## src/rtl/sema_bank.sv

```systemverilog
module sema_bank #(
  parameter int DW = 18,
  parameter int NF = 8,
  localparam int AW = $clog2(NF)
) (
  input  logic          clk,
  input  logic          rst_n,
  input  logic          l_sem_n,
  input  logic          l_ce_n,
  input  logic          l_rw,
  input  logic          l_oe_n,
  input  logic          l_ub_n,
  input  logic          l_lb_n,
  input  logic [AW-1:0] l_addr,
  input  logic [DW-1:0] l_din,
  output logic [DW-1:0] l_dout,
  output logic          l_doe,
  output logic          l_bad,
  input  logic          r_sem_n,
  input  logic          r_ce_n,
  input  logic          r_rw,
  input  logic          r_oe_n,
  input  logic          r_ub_n,
  input  logic          r_lb_n,
  input  logic [AW-1:0] r_addr,
  input  logic [DW-1:0] r_din,
  output logic [DW-1:0] r_dout,
  output logic          r_doe,
  output logic          r_bad
);

  logic          l_rw_q, r_rw_q;
  logic [NF-1:0] hl, hr, pl, pr;
  logic [NF-1:0] l_sel, r_sel, l_req, r_req, l_rel, r_rel;
  logic [NF-1:0] free, gl, gr;
  logic          l_ok, r_ok, l_wr, r_wr;

  assign l_bad = !l_sem_n && !l_ce_n && (!l_ub_n || !l_lb_n);
  assign r_bad = !r_sem_n && !r_ce_n && (!r_ub_n || !r_lb_n);
  assign l_ok  = !l_sem_n && !l_bad;
  assign r_ok  = !r_sem_n && !r_bad;
  assign l_wr  = l_ok && l_rw && !l_rw_q;
  assign r_wr  = r_ok && r_rw && !r_rw_q;

  assign l_doe  = l_ok && l_rw && !l_oe_n;
  assign r_doe  = r_ok && r_rw && !r_oe_n;
  assign l_dout = l_doe ? {DW{~hl[l_addr]}} : '0;
  assign r_dout = r_doe ? {DW{~hr[r_addr]}} : '0;

  always_comb begin
    l_sel = '0;
    r_sel = '0;
    l_sel[l_addr] = l_wr;
    r_sel[r_addr] = r_wr;
  end

  assign l_req = l_sel & {NF{~l_din[0]}};
  assign l_rel = l_sel & {NF{ l_din[0]}};
  assign r_req = r_sel & {NF{~r_din[0]}};
  assign r_rel = r_sel & {NF{ r_din[0]}};

  assign free = ~hl & ~hr;
  assign gr   = free & (pr | (r_req & ~l_req & ~pl));
  assign gl   = free & ~gr & (pl | l_req);

  always_ff @(posedge clk or negedge rst_n) begin
    if (!rst_n) begin
      l_rw_q <= 1'b1;
      r_rw_q <= 1'b1;
      hl <= '0;
      hr <= '0;
      pl <= '0;
      pr <= '0;
    end else begin
      l_rw_q <= l_rw;
      r_rw_q <= r_rw;
      hl <= (hl & ~l_rel) | gl;
      hr <= (hr & ~r_rel) | gr;
      pl <= ~l_rel & ~gl & ~hl & (pl | l_req);
      pr <= ~r_rel & ~gr & ~hr & (pr | r_req);
    end
  end

endmodule


```

## config.mk

```make
export PLATFORM = sky130hd
export DESIGN_NAME = sema_bank
export DESIGN_NICKNAME = d
export VERILOG_FILES = /design/src/rtl/sema_bank.sv
export SDC_FILE = /design/constraint.sdc
export NUM_CORES = 1
export LEC_CHECK = 0
export BUFFER_PORTS_ARGS = -buffer_cell sky130_fd_sc_hd__buf_4
export CAP_MARGIN = 5
export CORE_MARGIN = 5
export CORE_UTILIZATION = 49
export DETAILED_ROUTE_END_ITERATION = 10
export GPL_TIMING_DRIVEN = 0
export PLACE_DENSITY = 0.81
export SETUP_SLACK_MARGIN = 0.4
export SYNTH_ARGS = -nofsm -noshare
export SYNTH_HDL_FRONTEND = slang
export SYNTH_SLANG_ARGS = --single-unit
```

## constraint.sdc

```tcl
create_clock -name clk -period 3.3 [get_ports clk]
set_input_delay 0.165 -clock clk [delete_from_list [all_inputs] [get_ports clk]]
set_output_delay 0.165 -clock clk [all_outputs]
set_load 0.05 [all_outputs]
```

# After elaboration in Yosys (flattened, before gate mapping)
# Index checks and enable logic that the tools add are counted.
# totals
register_bits	34
inputBits	56
output_inout_bits	40
word_cells	87
# classes
order_cmp	4
muxes	10
bitwise_logic	37
reduce_logical	30
# op_table
op	count
bitwise AND 8 bit	20
inverter 8 bit	8
OR 8 bit	5
2-to-1 mux 18 bit	2
logical AND 1 bit	14
zero test 1 bit	14
less-than comparator 3 x 4 -> 1 bit (second input constant)	2
binary-select mux 1 bit (select 3 bit)	2
demux 1 bit (select 3 bit)	2
greater-or-equal comparator 3 x 1 -> 1 bit (second input constant)	2
2-to-1 mux 1 bit	4
inverter 1 bit	4
logical OR 1 bit	2

# Longest topological paths before layout
# depth
word_depth	21
ltp_mapped	7
depth_no_buf	4

# Least setup slack after synthesis
# Ideal clock, no wire load.
# synth_timing
path_kind	input to output
startpoint	in l_ub_n
endpoint	out l_dout[10]
t_arrival_ns	3.658
required_time_ns	3.135
slack_ns	-0.523
stages	5
path_buffers	1
path_cell_list	a21o_2 -> nor2_1 -> nor4b_1 -> o311a_1 -> buf_4
# synth_via
elab_chain_len	8
# synth_lines
item	line	source
start, declared	12	input logic l_ub_n,
zero test 1 bit	38	assign l_bad = !l_sem_n && !l_ce_n && (!l_ub_n || !l_lb_n);
logical OR 1 bit	38	
logical AND 1 bit	38	
via l_bad	18	output logic l_bad,
zero test 1 bit	40	assign l_ok = !l_sem_n && !l_bad;
logical AND 1 bit	40	
logical AND 1 bit (2 in a row)	45	assign l_doe = l_ok && l_rw && !l_oe_n;
via l_doe	17	output logic l_doe,
2-to-1 mux 18 bit	47	assign l_dout = l_doe ? {DW{~hl[l_addr]}} : '0;
end, declared	16	output logic [DW-1:0] l_dout,
# The timed path passes the listed nets, and every way through them passes these cells.

# Final worst setup path
# layout_timing
startpoint	reg hl[0]
endpoint	out l_dout[2]
# layout_via
elab_chain_len	4
# layout_lines
item	line	source
start, declared	33	logic [NF-1:0] hl, hr, pl, pr;
start signal, assigned	77	hl <= (hl & ~l_rel) | gl;
binary-select mux 1 bit (select 3 bit)	47	
2-to-1 mux 1 bit (not written as such)	47	
inverter 1 bit	47	
2-to-1 mux 18 bit	47	
# Every way passes these cells. The select of a mux whose other input is x is not followed.

==> results <==
- The flow ran to the end, and the final reports show no timing, DRC or antenna violations.
- The wire length per cell after detailed routing is 15.6 um.
- The post-synthesis instance total is about 270.
- In this run the cell area of the synthesized design comes to around 0.0025 mm2.
- The placed instance count is 397.
- The synthesized design contains 0 enable-type register cells.
- The critical path class is reg2out.
- In this run the tightest slew margin relative to its limit is 0.572.
- The area overhead of the layout relative to synthesis is 27.3%.
- The H-tree generated during clock tree synthesis spans 2 levels.
- The total negative slack is 0 ns.
- The post-route fraction of the period consumed by the critical path is 0.736.
- The first-pass GRT wire length is between 10000 and 15000 um.
- For this run, the number of Yosys warnings is 0.
- The detailed router finished its first iteration with 187 violations.
- The repair_antennas step left the layout with diodes totalling 0.
- For this run, the leading register cell type out of synthesis is sky130_fd_sc_hd__dfrtp_1.
- The clock passes through at most 2 buffers.
- Leaving out filler cells and counting taps, the final layout contains between 400 and 500.
- Summed over all nets, the switching power comes to 0.324 mW.
- Setup repair after global routing left no endpoint under its margin.
- The core region is around 0.0048 mm2.
- In this run the count of I/O pins placed on the die edge is 96.
- The most frequent standard cell in the layout excluding fill and tap cells is sky130_fd_sc_hd__buf_4.
- The final clock skew is 0.00621 ns.
- Buffers inserted during clock tree synthesis total 5.
- The number of iterations in the first detailed-routing pass is 4.
- The worst setup path is captured at a primary output.
- The initial utilization of the core area, before any placement, comes to 0.514.
- The arrival time at the worst endpoint is 2.26 ns.
- In this run, post-CTS repair resized a total of 0 instances.
- For this run, asynchronously set or reset flops after synthesis account for 1.00.
- The detailed-placement wirelength estimate is ~4700 um.
- The die outline area is around 0.0065 mm2.
- In the layout the commonest cells are sky130_fd_sc_hd__buf_4, sky130_fd_sc_hd__dfrtp_1, sky130_fd_sc_hd__o21ai_0, sky130_fd_sc_hd__a21oi_1, sky130_fd_sc_hd__nor2_1.
- Based on the critical path, the design can be clocked at up to 412 MHz.
- The count of standard-cell rows is 25.
- In the final layout, the share of cells above drive strength 1 is 0.368.
- The maximum ir drop on the vdd rail is 0.000235 V.
- The overall routed net length is 6360 um.
- The kind of start point of the critical path is a flop.
- CTS saw 34 sinks.
- The transition time at the pin with the least slew margin is 0.642 ns.
- At the placement stage, the worst setup path has a slack of 0.809 ns.
- The total of endpoints with negative setup slack in the final report is 0.
- Of all nets on the critical path, the largest fanout is 18.
- At the end of routability-driven placement, the weighted congestion stood at 0.924.
- The count of final hold-check violations is 0.
- The clock-pin slew on the worst setup and hold paths is 0.07 ns.
- The number of design rule violations left after detail routing is 0.
- The synthesized design contains 34 register bits.
- The number of max-capacitance violations reported is 0.
- The max-slew violation count is 0.
- The power per standard cell area is 326 mW/mm2.
- The count of input and output buffers is 56.
- The class of the tightest hold or removal check is in2reg.
- The residual overflow from global routing is 0.
- The least setup slack across all paths after layout is slightly below 0.9 ns.
- The via count is 2250.
- Of the total power, the share spent switching nets is 0.317.
- For the finished layout, the period the worst path requires is 2.43 ns.
- The number of antenna violations at the first check in global routing is 0.
- The root cell of the clock tree is sky130_fd_sc_hd__clkbuf_8.
- The number of fill cells is 393.
- In this run, distinct cell masters in the synthesized netlist total 53.
- In the global route stage, overall resource usage came out at 0.202.
- The maximum number of pins on one net before global-route repair is 35.
- The critical path required time is 3.13 ns.
- The clock tree from TritonCTS is built.
- The most area-hungry cell type in the Yosys netlist is sky130_fd_sc_hd__dfrtp_1.
- Dividing the synthesized area by the synthesized cell count gives 8.98 um2.
- The number of global-route vias before repair is 2107.
- The clock latency on the worst-skew pair is ~0.29 ns.
- The net count of the finished layout is 397.
- When the netlist entered floorplanning its net count stood at 330.
- After synthesis, the cell types taking the most area are sky130_fd_sc_hd__dfrtp_1, sky130_fd_sc_hd__buf_4, sky130_fd_sc_hd__mux2i_1, sky130_fd_sc_hd__o21ai_0, sky130_fd_sc_hd__a21oi_1.
- Of the total power, combinational logic draws 0.240.
- The post-layout total power is 1.02 mW.
- The clock group share of total power is 0.311.
- The detail route stage leaves a number of antenna-violating nets equal to 0.
- Of the synthesized area, sequential elements account for 0.347.
- The part of the total power dissipated in sequential elements is 0.449.
- In this run the static leakage power is 1.43 nW.
- Using the TritonRoute via totals, the vias-per-cell ratio works out to between 5 and 6.
- The share of synthesized area in the top cell type comes to 0.326.
- The floorplan step set the die width to 80.9 um.
- The internal power of the cells is between 0.6 and 0.7 mW.
- The vertical die dimension is between 80 and 90 um.
==> worst paths after layout <==
check	from	to	slack, ns	cells past startpoint
max reg2reg	r_rw_q	hr[5]	1.63	4
min reg2reg	pl[1]	hr[1]	0.55	1
max	hl[0]	l_dout[2]	0.87	6
max in group asynchronous	rst_n	l_rw_q	2.59	2
min in group asynchronous	rst_n	pr[5]	0.36	2
min	r_din[0]	pr[1]	0.16	2
==> cells by family (layout without fill, tap and decap cells) <==
group | count (synthesis) | in the layout | synth area share
and+or+nand+nor | 84 | 84 | 0.214
AOI/OAI and AO/OA | 83 | 83 | 0.229
buffers and inverters | 61 | 129 | 0.151
DFF | 34 | 34 | 0.347
muxes | 12 | 12 | 0.0590
==> per-stage QoR <==
| stage | hold WS (ns) | util | area [um2] |
|---|---|---|---|
| 6_report | 0.160 | 0.654 | 3130 |
| 5_1_grt | 0.147 | 0.654 | 3130 |
| 4_1_cts | 0.00218 | 0.648 | 3100 |
| 3_5_place_dp | 0.137 | 0.625 | 2990 |
| 3_3_place_gp | 0.137 | 0.625 | 2990 |
| 2_1_floorplan | -0.131 | - | 2490 |
==> timing repair <==
item | CTS | global route
endpoints found under the hold margin | 33 | 1
setup buffers | 0 | 1
endpoints found under the setup margin | 0 | 17
hold buffers | 2 | 1
==> state kept, by name, summed over array words and instances, names as in the netlist <==
signal  flops
hl          8
hr          8
pr          8
pl          8
l_rw_q      1
r_rw_q      1
==> power by group through the flow <==
stage / Clock (mW) / Combinational [mW] / Sequential, mW
floorplan: 0 / 0.164 / 0.459
global placement: 0 / 0.235 / 0.465
detailed placement: 0 / 0.240 / 0.465
CTS: 0.322 / 0.243 / 0.458
global route: 0.339 / 0.267 / 0.461
finish: 0.317 / 0.245 / 0.459
==> cell usage after synthesis (2+ instances only) <==
cell type / number
sky130_fd_sc_hd__buf_4: 34
sky130_fd_sc_hd__dfrtp_1: 32
sky130_fd_sc_hd__o21ai_0: 20
sky130_fd_sc_hd__a21oi_1: 19
sky130_fd_sc_hd__nor2_1: 18
sky130_fd_sc_hd__a31oi_1: 12
sky130_fd_sc_hd__inv_1: 12
sky130_fd_sc_hd__mux2i_1: 10
sky130_fd_sc_hd__nand4_1: 10
sky130_fd_sc_hd__nand2b_1: 8
sky130_fd_sc_hd__nand3_1: 8
sky130_fd_sc_hd__nor3_1: 7
sky130_fd_sc_hd__buf_2: 6
sky130_fd_sc_hd__clkbuf_1: 6
sky130_fd_sc_hd__nand2_1: 6
sky130_fd_sc_hd__o31ai_1: 5
sky130_fd_sc_hd__nor4b_1: 4
sky130_fd_sc_hd__or3_1: 4
sky130_fd_sc_hd__a211oi_1: 3
sky130_fd_sc_hd__a21boi_0: 3
sky130_fd_sc_hd__a21boi_1: 3
sky130_fd_sc_hd__a31o_2: 3
sky130_fd_sc_hd__nor2b_1: 3
sky130_fd_sc_hd__a21o_1: 2
sky130_fd_sc_hd__a2bb2oi_1: 2
sky130_fd_sc_hd__and2_1: 2
sky130_fd_sc_hd__dfstp_2: 2
sky130_fd_sc_hd__mux4_2: 2
sky130_fd_sc_hd__nand3b_1: 2
sky130_fd_sc_hd__nor4b_4: 2
sky130_fd_sc_hd__or2_2: 2
==> metal layers <==
| metal | global-route usage | vias up | part of all wire |
|---|---|---|---|
| met2 | 0.333 | 81 | 0.49 |
| li1 | - | 1109 | - |
| met3 | 0.0410 | 14 | 0.070 |
| met4 | 0.0693 | 0 | 0.022 |
| met5 | 0 | - | 0 |
| met1 | 0.265 | 1046 | 0.42 |
==> layout make-up <==
class | instances | area [um2] | area share
multi-input cells | 179 | 1260 | 0.403
flip-flops and latches | 34 | 853 | 0.272
repair buffers | 60 | 470 | 0.150
plain buffers | 48 | 323 | 0.103
clock buffers | 8 | 90.1 | 0.0288
well taps | 67 | 83.8 | 0.0268
inverters | 13 | 48.8 | 0.0156
==> critical path, cell delays in order (launching register included) <==
cell and delay [ns]:
sky130_fd_sc_hd__dfrtp_1 0.45, sky130_fd_sc_hd__mux2i_1 0.16, sky130_fd_sc_hd__a2bb2oi_1 0.18, sky130_fd_sc_hd__a2bb2oi_1 0.17
sky130_fd_sc_hd__o311a_1 0.60, sky130_fd_sc_hd__buf_4 0.22, sky130_fd_sc_hd__buf_4 0.19
(Power assumes the default switching activity.)
